**config.mk**
```make
export PLATFORM = sky130hd
export DESIGN_NAME = qenc_counter_chan
export DESIGN_NICKNAME = d
export VERILOG_FILES = /design/src/rtl/qcc_pkg.sv /design/src/rtl/qcc_quad_decode.sv /design/src/rtl/qcc_count_core.sv /design/src/rtl/qenc_counter_chan.sv
export SDC_FILE = /design/constraint.sdc
export NUM_CORES = 1
export LEC_CHECK = 0
export ABC_AREA = 1
export CAP_MARGIN = 20
export CORE_MARGIN = 4
export CORE_UTILIZATION = 49
export DETAILED_ROUTE_END_ITERATION = 8
export DONT_BUFFER_PORTS = 1
export SETUP_SLACK_MARGIN = 0.2
export SYNTH_ARGS = -nofsm -noshare
export SYNTH_HDL_FRONTEND = slang
export SYNTH_SLANG_ARGS = --single-unit
export TNS_END_PERCENT = 10
```
**constraint.sdc**
```tcl
create_clock -name clk -period 5.5 [get_ports clk]
set_clock_uncertainty 0.2 [all_clocks]
set_input_delay 0.55 -clock clk [delete_from_list [all_inputs] [get_ports clk]]
set_output_delay 0.55 -clock clk [all_outputs]
set_load 0.01 [all_outputs]
```
**src/rtl/qcc_pkg.sv**
```systemverilog
package qcc_pkg;
  typedef struct packed {
    logic       rsvd;
    logic       pr_sel;
    logic       latch_live;
    logic       dir_sw_en;
    logic       dir_sw_down;
    logic [1:0] clk_src;
    logic [1:0] en_ctl;
    logic [1:0] hw_en_src;
    logic [2:0] auto_sel;
    logic       out_pol;
    logic       out_src;
  } mode_t;

  localparam logic [1:0] ADDR_LO   = 2'd0;
  localparam logic [1:0] ADDR_HI   = 2'd1;
  localparam logic [1:0] ADDR_MODE = 2'd2;
  localparam logic [1:0] ADDR_CTL  = 2'd3;

  localparam logic [1:0] SRC_X1  = 2'd0;
  localparam logic [1:0] SRC_X2  = 2'd1;
  localparam logic [1:0] SRC_INT = 2'd2;
  localparam logic [1:0] SRC_X4  = 2'd3;

  localparam logic [2:0] AUTO_WRAP_PR1 = 3'd1;
  localparam logic [2:0] AUTO_IDX_PR0  = 3'd4;
endpackage

```
**src/rtl/qcc_quad_decode.sv**
```systemverilog
module qcc_quad_decode
  import qcc_pkg::*;
#(
  parameter int SYNC_STAGES = 2
) (
  input  logic       clk,
  input  logic       rst_n,
  input  logic       enc_a,
  input  logic       enc_b,
  input  logic       enc_idx,
  input  logic [1:0] clk_src,
  output logic       step,
  output logic       q_up,
  output logic       idx_lvl,
  output logic       idx_rise
);
  localparam int SH_W = SYNC_STAGES + 1;

  logic [SH_W-1:0] a_sh, b_sh, i_sh;
  logic a_cur, a_prv, b_cur, b_prv;
  logic [1:0] pos_cur, pos_prv, delta;
  logic fwd, bwd;

  always_ff @(posedge clk or negedge rst_n) begin
    if (!rst_n) begin
      a_sh <= '0;
      b_sh <= '0;
      i_sh <= '0;
    end else begin
      a_sh <= {a_sh[SH_W-2:0], enc_a};
      b_sh <= {b_sh[SH_W-2:0], enc_b};
      i_sh <= {i_sh[SH_W-2:0], enc_idx};
    end
  end

  always_comb begin
    a_cur    = a_sh[SH_W-2];
    a_prv    = a_sh[SH_W-1];
    b_cur    = b_sh[SH_W-2];
    b_prv    = b_sh[SH_W-1];
    pos_cur  = {a_cur, a_cur ^ b_cur};
    pos_prv  = {a_prv, a_prv ^ b_prv};
    delta    = pos_cur - pos_prv;
    fwd      = (delta == 2'd1);
    bwd      = (delta == 2'd3);
    idx_lvl  = i_sh[SH_W-2];
    idx_rise = i_sh[SH_W-2] & ~i_sh[SH_W-1];
    q_up     = fwd;
    case (clk_src)
      SRC_X4:  step = fwd | bwd;
      SRC_X2:  step = (fwd | bwd) & (a_cur ^ a_prv);
      SRC_INT: begin
        step = 1'b1;
        q_up = 1'b1;
      end
      default: step = (fwd & a_cur & ~a_prv) | (bwd & ~a_cur & a_prv);
    endcase
  end


  illegal_step_chk: assert property (@(posedge clk) disable iff (!rst_n)
    (step && clk_src != SRC_INT) |-> ($countones({a_cur ^ a_prv, b_cur ^ b_prv}) == 1));
endmodule

```
**src/rtl/qcc_count_core.sv**
```systemverilog
module qcc_count_core
  import qcc_pkg::*;
#(
  parameter int CNT_W = 24,
  parameter int BUS_W = 16
) (
  input  logic             clk,
  input  logic             rst_n,
  input  logic             step,
  input  logic             q_up,
  input  logic             idx_lvl,
  input  logic             idx_rise,
  input  logic             dir_sw_en,
  input  logic             dir_sw_down,
  input  logic [1:0]       en_ctl,
  input  logic [1:0]       hw_en_src,
  input  logic [2:0]       auto_sel,
  input  logic             pr_sel,
  input  logic             pr_wr_lo,
  input  logic             pr_wr_hi,
  input  logic [BUS_W-1:0] wdata,
  input  logic             cmd_rst,
  input  logic             cmd_load,
  input  logic             cmd_clr,
  output logic [CNT_W-1:0] cnt,
  output logic             rcap
);
  localparam int HI_W = CNT_W - BUS_W;

  logic [CNT_W-1:0] cnt_q, cnt_d;
  logic [CNT_W-1:0] pr_q [2];
  logic [CNT_W-1:0] pr_d [2];
  logic rcap_q, rcap_d;
  logic en, up, adv, wrap;

  always_comb begin
    case (en_ctl)
      2'd0:    en = 1'b0;
      2'd1:    en = 1'b1;
      default: case (hw_en_src)
                 2'd0:    en = 1'b1;
                 2'd1:    en = idx_lvl;
                 default: en = ~rcap_q;
               endcase
    endcase
    up   = dir_sw_en ? ~dir_sw_down : q_up;
    adv  = step & en;
    wrap = adv & (up ? (cnt_q == {CNT_W{1'b1}}) : (cnt_q == '0));

    if (cmd_rst)                                   cnt_d = '0;
    else if (cmd_load)                             cnt_d = pr_q[0];
    else if (auto_sel == AUTO_IDX_PR0 && idx_rise) cnt_d = pr_q[0];
    else if (auto_sel == AUTO_WRAP_PR1 && wrap)    cnt_d = pr_q[1];
    else if (adv)                                  cnt_d = up ? cnt_q + 1'b1 : cnt_q - 1'b1;
    else                                           cnt_d = cnt_q;

    rcap_d = wrap ? 1'b1 : (cmd_clr ? 1'b0 : rcap_q);
  end

  for (genvar g = 0; g < 2; g++) begin : g_pr
    always_comb begin
      pr_d[g] = pr_q[g];
      if (pr_sel == g[0]) begin
        if (pr_wr_lo) pr_d[g][BUS_W-1:0]     = wdata;
        if (pr_wr_hi) pr_d[g][CNT_W-1:BUS_W] = wdata[HI_W-1:0];
      end
    end
    always_ff @(posedge clk or negedge rst_n) begin
      if (!rst_n) pr_q[g] <= '0;
      else        pr_q[g] <= pr_d[g];
    end
  end

  always_ff @(posedge clk or negedge rst_n) begin
    if (!rst_n) begin
      cnt_q  <= '0;
      rcap_q <= 1'b0;
    end else begin
      cnt_q  <= cnt_d;
      rcap_q <= rcap_d;
    end
  end

  assign cnt  = cnt_q;
  assign rcap = rcap_q;


  sw_reset_chk: assert property (@(posedge clk) disable iff (!rst_n)
    cmd_rst |=> (cnt_q == '0));

  sw_load_chk: assert property (@(posedge clk) disable iff (!rst_n)
    (cmd_load && !cmd_rst) |=> (cnt_q == $past(pr_q[0])));

  rcap_set_chk: assert property (@(posedge clk) disable iff (!rst_n)
    $rose(rcap_q) |-> $past(wrap));

  rcap_clr_chk: assert property (@(posedge clk) disable iff (!rst_n)
    (cmd_clr && !wrap) |=> !rcap_q);

  unit_step_chk: assert property (@(posedge clk) disable iff (!rst_n)
    !(cmd_rst || cmd_load || idx_rise || wrap) |=>
      ((cnt_q - $past(cnt_q)) == CNT_W'(0) || (cnt_q - $past(cnt_q)) == CNT_W'(1) ||
       (cnt_q - $past(cnt_q)) == {CNT_W{1'b1}}));
endmodule

```
**src/rtl/qenc_counter_chan.sv**
```systemverilog
module qenc_counter_chan
  import qcc_pkg::*;
#(
  parameter int CNT_W       = 24,
  parameter int BUS_W       = 16,
  parameter int SYNC_STAGES = 2
) (
  input  logic        clk,
  input  logic        rst_n,
  input  logic        bus_wr,
  input  logic        bus_rd,
  input  logic [1:0]  bus_addr,
  input  logic [15:0] bus_wdata,
  output logic [15:0] bus_rdata,
  input  logic        enc_a,
  input  logic        enc_b,
  input  logic        enc_idx,
  output logic        cnt_out
);
  localparam int HI_W = CNT_W - BUS_W;

  logic [1:0] rst_sh;
  logic rst_ni;
  mode_t mode_q, mode_d;
  logic [CNT_W-1:0] cnt, latch_q, latch_d;
  logic [BUS_W-1:0] rdata_q, rdata_d;
  logic rcap, step, q_up, idx_lvl, idx_rise;
  logic wr_lo, wr_hi, wr_ctl, rd_lo;

  always_ff @(posedge clk or negedge rst_n) begin
    if (!rst_n) rst_sh <= 2'b00;
    else        rst_sh <= {rst_sh[0], 1'b1};
  end
  assign rst_ni = rst_sh[1];

  always_comb begin
    wr_lo  = bus_wr && bus_addr == ADDR_LO;
    wr_hi  = bus_wr && bus_addr == ADDR_HI;
    wr_ctl = bus_wr && bus_addr == ADDR_CTL;
    rd_lo  = bus_rd && bus_addr == ADDR_LO;
    mode_d = (bus_wr && bus_addr == ADDR_MODE) ? mode_t'(bus_wdata) : mode_q;
    latch_d = (mode_q.latch_live || rd_lo) ? cnt : latch_q;
    rdata_d = rdata_q;
    if (bus_rd) begin
      case (bus_addr)
        ADDR_LO:   rdata_d = cnt[BUS_W-1:0];
        ADDR_HI:   rdata_d = BUS_W'(mode_q.latch_live ? cnt[CNT_W-1:BUS_W]
                                                       : latch_q[CNT_W-1:BUS_W]);
        ADDR_MODE: rdata_d = mode_q;
        default:   rdata_d = '0;
      endcase
    end
  end

  always_ff @(posedge clk or negedge rst_ni) begin
    if (!rst_ni) begin
      mode_q  <= '0;
      latch_q <= '0;
      rdata_q <= '0;
    end else begin
      mode_q  <= mode_d;
      latch_q <= latch_d;
      rdata_q <= rdata_d;
    end
  end

  qcc_quad_decode #(.SYNC_STAGES(SYNC_STAGES)) u_dec (
    .clk(clk), .rst_n(rst_ni), .enc_a(enc_a), .enc_b(enc_b), .enc_idx(enc_idx),
    .clk_src(mode_q.clk_src), .step(step), .q_up(q_up),
    .idx_lvl(idx_lvl), .idx_rise(idx_rise)
  );

  qcc_count_core #(.CNT_W(CNT_W), .BUS_W(BUS_W)) u_core (
    .clk(clk), .rst_n(rst_ni), .step(step), .q_up(q_up),
    .idx_lvl(idx_lvl), .idx_rise(idx_rise),
    .dir_sw_en(mode_q.dir_sw_en), .dir_sw_down(mode_q.dir_sw_down),
    .en_ctl(mode_q.en_ctl), .hw_en_src(mode_q.hw_en_src), .auto_sel(mode_q.auto_sel),
    .pr_sel(mode_q.pr_sel), .pr_wr_lo(wr_lo), .pr_wr_hi(wr_hi), .wdata(bus_wdata),
    .cmd_rst(wr_ctl & bus_wdata[15]), .cmd_load(wr_ctl & bus_wdata[14]),
    .cmd_clr(wr_ctl & bus_wdata[3]), .cnt(cnt), .rcap(rcap)
  );

  assign bus_rdata = rdata_q;
  assign cnt_out   = (mode_q.out_src ? (cnt == '0) : rcap) ^ mode_q.out_pol;


  read_latch_chk: assert property (@(posedge clk) disable iff (!rst_ni)
    (rd_lo && !mode_q.latch_live) |=> (latch_q == $past(cnt)));

  hi_word_pad_chk: assert property (@(posedge clk) disable iff (!rst_ni)
    (bus_rd && bus_addr == ADDR_HI) |=> (bus_rdata[BUS_W-1:HI_W] == '0));
endmodule

```
# Word level (Yosys, flattened, before mapping)
# Index checks and enable logic that the tools add are counted.
# op_classes
bitwise_logic	23
n_mul	0
order_cmp	0
add_sub_neg	3
shifts	0
n_div	0
reduce_logical	18
muxes	17
eq_ne	13
# op_table
cell	n
24-bit two-way mux	6
16-bit case mux with 3 select lines	1
24-bit by 1-bit adder with 24-bit output (second input constant)	1
24-bit equality test (second input constant)	1
24-bit logical NOT	1
24-bit by 1-bit subtractor with 24-bit output (second input constant)	1
1-bit bitwise AND	11
2-bit by 1-bit equality test with 1-bit output (second input constant)	5
2-bit equality test (second input constant)	5
8-bit two-way mux	1
2-bit AND reduction	4
1-bit logical AND	7
2-bit logical NOT	3
1-bit two-way mux	6
1-bit inverter	6
5-bit nonzero test	1
1-bit case mux with 2 select lines	2
1-bit XOR	4
3-bit by 1-bit equality test with 1-bit output (second input constant)	1
3-bit equality test (second input constant)	1
1-bit case mux with 3 select lines	1
1-bit bitwise OR	2
2-bit nonzero test	1
2-bit subtractor	1
1-bit logical OR	1
# word_totals
mem_bits_rw	0
output_inout_bits	17
latch_bits	0
input_bits	25
wordCells	97
romBits	0
ff_bits	140
memories	0

# Depth between registers and ports, before layout
# Gate-level depths: netlist of the first run.
# depth
depth_word	14
ltp_mapped	25
mapped_depth_nobuf	25

# By module
# From an unflattened synthesis of the first run, not the netlist that was laid out.
# unflattened
hier_cells	1120
hier_area_um2	7633.6
# by_module_without_submodules
module	area_each_um2	instances	seq_area_each_um2	cells_per_inst
qcc_count_core	5256.3	1	1826.8	839
qenc_counter_chan	2019.4	1	1051.0	245
qcc_quad_decode	357.8	1	225.2	36

# Worst setup path before layout of the first run
# No wires, ideal clock.
# synth_timing
path_kind	register -> register
start	register u_dec.a_sh[1]
end	register u_core.cnt_q[23], in the netlist u_core.cnt[23]
required_time_ns	5.183
t_arrival_ns	2.583
path_stages_with_launch	23
setup_slack_ns	2.600
setup_time_ns	0.117
synth_period_minus_slack_ns	2.900
path_buffers	2
cell_sequence	dfrtp_1 > xnor2_1 > ha_1 > inv_1 > nand3_2 > nand2_4 > nand2_8 > buf_6 > buf_2 > ha_1 > inv_1 > nor2_1 > nand2_1 > inv_1 > nand2_1 > nor2_1 > nand2_1 > nand3_1 > nand3_1 > nand2_1 > nand2_1 > nand2_1 > nand2_1
# synth_between
elab_chain_cells	14
elab_cells_between_ends	27
cone_classes	add/sub (1); eq/ne (2); mux (10); bitwise (12); reduce/logical (2)
# synth_lines
element	line	source
start, declared	qcc_quad_decode.sv:19	logic [SH_W-1:0] a_sh, b_sh, i_sh;
start signal, assigned	qcc_quad_decode.sv:30	a_sh <= {a_sh[SH_W-2:0], enc_a};
1-bit XOR	qcc_quad_decode.sv:41	pos_cur = {a_cur, a_cur ^ b_cur};
2-bit subtractor	qcc_quad_decode.sv:43	delta = pos_cur - pos_prv;
2-bit by 1-bit equality test with 1-bit output / 2-bit equality test (equally long branches)	qcc_quad_decode.sv:44, qcc_quad_decode.sv:45	
1-bit bitwise AND (2 in series)	qcc_quad_decode.sv:56	default: step = (fwd & a_cur & ~a_prv) | (bwd & ~a_cur & a_prv);
1-bit bitwise OR	qcc_quad_decode.sv:56	
1-bit case mux with 3 select lines	qcc_quad_decode.sv:49	case (clk_src)
1-bit bitwise AND	qcc_count_core.sv:47	adv = step & en;
1-bit bitwise AND	qcc_count_core.sv:48	wrap = adv & (up ? (cnt_q == {CNT_W{1'b1}}) : (cnt_q == '0));
1-bit logical AND	qcc_count_core.sv:53	else if (auto_sel == AUTO_WRAP_PR1 && wrap) cnt_d = pr_q[1];
24-bit two-way mux	qcc_count_core.sv:53	
24-bit two-way mux	qcc_count_core.sv:52	else if (auto_sel == AUTO_IDX_PR0 && idx_rise) cnt_d = pr_q[0];
24-bit two-way mux	qcc_count_core.sv:51	else if (cmd_load) cnt_d = pr_q[0];
24-bit two-way mux	qcc_count_core.sv:50	if (cmd_rst) cnt_d = '0;
end signal, assigned	qcc_count_core.sv:79	cnt_q <= cnt_d;
end, declared	qcc_count_core.sv:30	logic [CNT_W-1:0] cnt_q, cnt_d;
# Parallel ways exist; a longest one is shown, timed or not. The select of a mux whose other input is x is not followed.
# A chain may end at the register's enable or synchronous reset.

# Final worst setup path of the first run
# layout_timing
start	register u_dec.a_sh[1]
end	register u_core.cnt_q[10], in the netlist u_core.cnt[10]
# The elaborated chain is that of the path after synthesis.

==> results.toml, run 1 <==
[outcome]
status = "finished, final reports clean"

[global_routing]
grt_pass1_vias = 6287
pin_count_of_the_biggest_net_entering_global_routing = 70
grt_antenna_before_repair = 0
track_usage_pct = 27.16
grt_remaining_overflow = 0
grt_pass1_wl_um = 37180

[routing]
detail_route.first_pass.iterations = 5
postRouteAntennaNets = 0
drt-total-wl_um = 22970
vias_per_cell = 5.635
routed-via-count = 6937
routed.top_layer = "met4"
drc_errors = 0
met2_length_um = 9911
detail_route.wirelength.met1_um = 11080
routed_wire_length_per_instance_um = 18.66
detailroute.wirelength.met3_um = 1521
dr.first_iter.drc_count = 809

[yosys]
post_synth_most_frequent_cells = "sky130_fd_sc_hd__nand2_1, sky130_fd_sc_hd__dfrtp_1, sky130_fd_sc_hd__o21ai_0"
dominant_combinational_cell_family_by_area_after_synthesis = "simple AND/OR/NAND/NOR gates"
async_set_or_reset_flop_fraction_in_the_synthesized_netlist_pct = 100.0
synthMuxAreaShare_pct = 0
syn_area_per_cell_sq_um = 7.098
synth_area_leaders = "sky130_fd_sc_hd__dfrtp_1, sky130_fd_sc_hd__nand2_1, sky130_fd_sc_hd__o21ai_0"
ys_ff_latch = 124
synthSimpleGateAreaFrac_pct = 35.31
synth-adder-area-share_pct = 0.5018
synth-seq-area-share_pct = 41.48
synth_cell_type_count = 41
synth_largest_type_area_fraction_pct = 41.48
synth_largest_area_cell = "sky130_fd_sc_hd__dfrtp_1"
synth_cells = 1054
synth_compound_gate_area_share_pct = 12.76
synth_xor_xnor_area_share_pct = 1.756
number_of_warnings_issued_by_yosys = 0
synth.cell_area_sq_um = 7481
syn_nets = 1082
post-synth-top-count-cell = "sky130_fd_sc_hd__nand2_1"
number_of_synthesized_flops_with_an_enable_pin = 0
ys_dominant_reg_cell = "sky130_fd_sc_hd__dfrtp_1"

[worst_hold_path]
min_delay_worst_endpoint = "bus_rdata[3]"
holdCritStartpoint = "bus_rd"
holdPathStages = 2
worst_hold_path_type = "input pin to register"

[setup_path]
r2r-start = "u_dec.a_sh[1]"
cpPeakStageDelay_ps = 420
r2r_cells = 23
worst-r2r-setup-slack_ps = 1890
crit_chain = "xnor2_1, ha_1, inv_1, nand3_1, nand3_2, nand2_4, nand2_8, nand2_1, nand2_1, inv_1, ha_1, inv_1, nand2_1, nand3_2, o21bai_2, nand2_1, nand2_1, xor2_1, nand2_1, nand2_1, nand2_1, nand2_1, nand2_1"
crit_path_start_kind = "register"
cp-end-kind = "register"
worstPathMaxFanout = 53
cp.buffers_inverters = 3
critPathKind = "register to register"
cp_data_arrival_time_ps = 3710
cp_slowest_cell = "sky130_fd_sc_hd__dfrtp_1"
cp_data_required_time_ps = 5610
cpMostUsedCell = "sky130_fd_sc_hd__nand2_1"
end_of_the_worst_register_to_register_path = "u_core.cnt[10]"
cp_top_family = "simple AND/OR/NAND/NOR gates"

[clock_network]
number_of_buffers_inserted_to_repair_setup_after_cts = 0
max-clock-path-buffers = 2
clock_sink_count = 124
cts.reportedPaths.clkPinSlew_ps = 60
htreeDepth = 4
clk_latency_ps = 420
cts_hold_buffers = 4
cts_tree = "done"
ctsResizeCount = 0
numCtsBuffers = 17
cts_root_cell = "sky130_fd_sc_hd__clkbuf_16"

[power_and_ir_drop]
p_leak_nw = 4.075
cellPowerDensity_nw_per_um2 = 550.2
total_power_draw_mw = 4.478
vdd_drop_max_mv = 0.3024

[layout]
n_fill_cell = 1461
layout-area-overhead-vs-synth_pct = 8.798
drive_gt1_share_pct = 9.551
antenna_cells = 0
layout.nets = 1062
layout.core_utilization_pct = 55.16

[sta]
timing.final.hold_violations = 0
worstMarginPinSlew_ps = 1096
achievable-frequency_mhz = 277.3
setup_viol = 0
final.min_clock_period_ps = 3607
final.hold.worst_slack_ps = 83.30
number_of_max_slew_violations_in_the_final_report = 0
setup-tns-final_ps = 0
fin_crit_sh_pct = 65.57
timing.slew.headroom_pct = 26.72
setup_repair_after_global_routing_missed_its_margin = "false"

[die]
dieHeight_um = 131.6
dieWidth_um = 131.6
num_rows = 44
initial_utilization_pct = 50.70
io_pins = 42
dieArea_sq_um = 17310
design.core.area_sq_um = 14750

[placed_design]
detailedPlacementHpwl_um = 16720
port-buffer-count = 0
gpl.final_weighted_congestion = 0.9762

[flow_run]
maxCapViolCount = 0
[worst reg2reg max path, cell delays in order, from the launching register on]
cell                       delay (ps)
sky130_fd_sc_hd__dfrtp_1          420
sky130_fd_sc_hd__xnor2_1          190
sky130_fd_sc_hd__ha_1             210
sky130_fd_sc_hd__inv_1             60
sky130_fd_sc_hd__nand3_1          100
sky130_fd_sc_hd__nand3_2          100
sky130_fd_sc_hd__nand2_4          310
sky130_fd_sc_hd__nand2_8          320
sky130_fd_sc_hd__nand2_1          180
sky130_fd_sc_hd__nand2_1           90
sky130_fd_sc_hd__inv_1             70
sky130_fd_sc_hd__ha_1             130
sky130_fd_sc_hd__inv_1             40
sky130_fd_sc_hd__nand2_1          130
sky130_fd_sc_hd__nand3_2          110
sky130_fd_sc_hd__o21bai_2         220
sky130_fd_sc_hd__nand2_1           90
sky130_fd_sc_hd__nand2_1           80
sky130_fd_sc_hd__xor2_1           160
sky130_fd_sc_hd__nand2_1           60
sky130_fd_sc_hd__nand2_1           60
sky130_fd_sc_hd__nand2_1           50
sky130_fd_sc_hd__nand2_1           50
sky130_fd_sc_hd__nand2_1           50
[routing by layer]
layer / vias to the layer above / global-route usage (%)
met4: 0 / 7.410
met2: 267 / 39.03
met1: 3274 / 42.13
li1: 3367 / -
met5: - / 0
met3: 29 / 4.625
[power by group]
group | internal, mW | switching (mW)
combinational | 0.597 | 1.27
sequential | 1.16 | 0.347
clock | 0.664 | 0.438
total | 2.42 | 2.05
[area by class of cell]
cell class / instances / area (sq um) / area share (%)
inverter: 96 / 360.3 / 4.427
clock inverter: 11 / 108.9 / 1.337
sequential: 124 / 3107 / 38.17
multi-input combinational: 787 / 3772 / 46.35
tap: 184 / 230.2 / 2.829
timing repair buffer: 8 / 90.09 / 1.107
clock buffer: 21 / 470.5 / 5.780
[through the flow]
stage / area, sq um / std cells / worst slack (ps)
finish: 8139 / 1231 / 1893
CTS: 8139 / 1231 / 1951
detailed placement: 7520 / 1195 / 1972
global placement: 7492 / 1194 / 2050
global route: 8139 / 1231 / 1537
floorplan: 7481 / 1054 / 1590
[state kept, by name, summed over array words and instances, names as in the netlist]
| name | count |
|---|---|
| u_dec.b_sh | 3 |
| bus_rdata | 16 |
| u_dec.a_sh | 3 |
| u_dec.i_sh | 3 |
| u_core.rcap | 1 |
| latch_q | 8 |
| rst_sh | 2 |
| u_core.pr_q | 48 |
| mode_q | 16 |
| u_core.cnt | 24 |
[cells in the final DEF, fill, tap and decap left out, drive strengths merged]
cell and count:
nand2 399, dfrtp 124, o21ai 103, inv 99, nor2 96, nand3 79, a21oi 31, clkbuf 21
nand4 15, xor2 11, o41ai 9, o211ai 7, clkinv 6, nand3b 5, a221oi 5, nor3 5
xnor2 4, o221ai 4, dlygate4sd3 4, buf 4, nor4 4, ha 3, o22ai 2, o31ai 1
a211oi 1, o21bai 1, o2111ai 1, bufinv 1, clkinvlp 1, conb 1
[worst max path at each step]
| stage | start | cells after the start | end | slack (ps) |
|---|---|---|---|---|
| after detailed placement | u_dec.a_sh[1] | 23 | u_core.cnt[14] | 1970 |
| final | u_dec.a_sh[1] | 23 | u_core.cnt[10] | 1890 |
| after CTS | u_dec.a_sh[1] | 23 | u_core.cnt[14] | 1950 |
| after global routing | u_dec.a_sh[1] | 23 | u_core.cnt[14] | 1540 |
| after global placement | u_dec.a_sh[1] | 22 | u_core.cnt[14] | 2050 |
| after floorplan | rst_sh[1] | 0 | bus_rdata[0] | 1590 |
[cells by family after synthesis]
family,after synthesis
buf+inv,143
flops,124
fa+ha+maj,3
compound gates,165
simple gates,603
other cells,1
xor+xnor,15
Power figures use the tool's default switching activity.
==> run 2, diff against run 1 <==
- clock period: 5.5 -> 3.5 ns (I/O delays scaled with it)
==> run 2 against run 1 <==
  * Fmax up 16%
  * Sequential share of layout area down 1.6 points
  * Hold slack got worse by 65 ps
  * Flip-flop and latch count did not move
  * Routed wire length is 5.8% higher
  * Utilization grew 2.5 points
  * Count of clock-buffer cells in the layout fell by 2
  * Cell area up 4.5%
  * First-iteration DRC count down 11%
  * Clock power is 46% higher
  * Total power rose by 61%
==> results.toml, run 2 (same netlist as run 1, synthesis figures left out) <==
[routing]
routed_wire_length_per_instance_um = 19.14
routed-via-count = 7199
detail_route.first_pass.iterations = 7
drc_errors = 0
vias_per_cell = 5.669
drt-total-wl_um = 24310
postRouteAntennaNets = 0
dr.first_iter.drc_count = 722

[placed_design]
dp_cells = 1220
gpl.final_weighted_congestion = 0.9845
detailedPlacementHpwl_um = 17910
port-buffer-count = 0

[power_and_ir_drop]
p_leak_nw = 4.260
vdd_drop_max_mv = 0.4682
cellPowerDensity_nw_per_um2 = 849.3

[layout]
final_common_cell = "sky130_fd_sc_hd__nand2_1"
layout.core_utilization_pct = 57.62
area_taken_by_multi_input_logic_gates_sq_um = 3834
n_fill_cell = 1398
layout.nets = 1101
top_register = "u_core.pr_q"
finished_layout_cells = 1270
antenna_cells = 0
largest_reg_flops = 48
register_area_sq_um = 3108
mostFrequentLayoutCells = "sky130_fd_sc_hd__nand2_1, sky130_fd_sc_hd__dfrtp_1, sky130_fd_sc_hd__o21ai_0"
drive_gt1_share_pct = 12.89
layout-area-overhead-vs-synth_pct = 13.65

[sta]
timing.final.hold_violations = 0
setup_viol = 0
timing.slew.headroom_pct = 30.75
setup_repair_after_global_routing_missed_its_margin = "true"
worstMarginPinSlew_ps = 1025
number_of_max_slew_violations_in_the_final_report = 0
fin_crit_sh_pct = 88.93
setup-tns-final_ps = 0
final.min_clock_period_ps = 3113
achievable-frequency_mhz = 321.3

[setup_path]
r2r_cells = 23
cp_slowest_cell = "sky130_fd_sc_hd__dfrtp_2"
critPathKind = "register to register"
crit_path_start_kind = "register"
r2r-start = "u_dec.a_sh[1]"
cp_data_arrival_time_ps = 3230
cp_data_required_time_ps = 3610
end_of_the_worst_register_to_register_path = "u_core.cnt[12]"
crit_chain = "xnor2_2, ha_2, inv_1, nand3_2, nand2_4, nand3_1, nand2_1, inv_1, ha_1, inv_1, nand2_1, nand3_2, nand2_1, nand2_1, nand2_1, nand2_1, nand2_1, nand2_1, nand3_2, nand2_1, nand2_1, nand2_1, nand2_1"
worst-r2r-setup-slack_ps = 390
cp_top_family = "simple AND/OR/NAND/NOR gates"
cp-end-kind = "register"
cpPeakStageDelay_ps = 440
cpMostUsedCell = "sky130_fd_sc_hd__nand2_1"
worstPathMaxFanout = 5
cp.buffers_inverters = 3

[global_routing]
grt_antenna_before_repair = 0
grt_pass1_wl_um = 38390
top_usage_layer = "met2"
grt.met2_usage_pct = 41.83
use_met1_pct = 41.70
grt_remaining_overflow = 0
track_usage_pct = 28.42
pin_count_of_the_biggest_net_entering_global_routing = 72
grtUsageMet3_pct = 5.810
grt_pass1_vias = 6751

[worst_hold_path]
worst_hold_path_type = "input pin to register"
holdPathStages = 2
holdCritStartpoint = "bus_wdata[7]"
min_delay_worst_endpoint = "u_core.pr_q[47]"

[die]
initial_utilization_pct = 50.70
num_rows = 44
dieWidth_um = 131.6
io_pins = 42
dieHeight_um = 131.6
dieArea_sq_um = 17310
design.core.area_sq_um = 14750

[clock_network]
cts.reportedPaths.clkPinSlew_ps = 60
numCtsBuffers = 17
htreeDepth = 4
cts_tree = "done"
clk_latency_ps = 420
cts_root_cell = "sky130_fd_sc_hd__clkbuf_16"
max-clock-path-buffers = 2
clock_sink_count = 124

[outcome]
status = "finished, final reports clean"

[flow_run]
maxCapViolCount = 0
run 2: cell types whose count changed in the layout (fill, tap and decap cells not counted), moves of 3 or more:
cell,change
sky130_fd_sc_hd__buf_12,+4
sky130_fd_sc_hd__buf_4,+24
sky130_fd_sc_hd__clkinv_2,+3
sky130_fd_sc_hd__dlygate4sd3_1,+9
sky130_fd_sc_hd__nor2_1,-3
sky130_fd_sc_hd__nor2_4,+3
run 2: what timing repair did:
| action | in CTS | in global routing |
|---|---|---|
| endpoints found under the setup margin | 0 | 12 |
| hold buffers | 13 | 0 |
| setup buffers | 0 | 4 |
| resized for setup | 0 | 15 |
| hold endpoints to repair | 33 | 0 |
run 2: stage by stage:
step	power (mW)	hold slack [ps]	area, sq um	setup WS, ps
after floorplan	4.417	-145.6	7482	599.9
after global placement	5.425	-145.5	7725	344.1
after detailed placement	5.415	-145.5	7725	333.5
after CTS	7.064	11.89	8389	306.1
after global routing	7.720	22.42	8502	148.3
final	7.221	18.61	8502	387.5
run 2: final cells by class:
cell class	count	area share (%)
Multi-Input combinational cell	788	45.09
Tap cell	184	2.708
Sequential cell	124	36.56
Inverter	96	4.238
Timing Repair Buffer	46	5.121
Clock inverter	13	1.074
Clock buffer	19	5.210
run 2: worst max path at each step:
stage,from,to,slack [ps],depth (start not counted)
global placement,u_dec.a_sh[1],u_core.cnt[23],340,21
CTS,u_dec.a_sh[1],u_core.cnt[23],310,21
global route,u_dec.a_sh[2],u_core.cnt[21],150,20
detailed placement,u_dec.a_sh[1],u_core.cnt[23],330,21
finish,u_dec.a_sh[1],u_core.cnt[12],390,23
floorplan,u_dec.a_sh[1],u_core.cnt[23],600,22
run 2: where the power goes:
part / switching, mW / total [mW] / internal (mW)
combinational: 2.22 / 3.33 / 1.11
clock: 0.688 / 1.61 / 0.925
sequential: 0.448 / 2.28 / 1.83
run 2: per-layer routing:
layer / routed length [um] / vias to the layer above
li1: - / 3451
met1: 11100 / 3350
met2: 10380 / 351
met3: 2050 / 47
met4: 782 / 0
met5: 0 / -
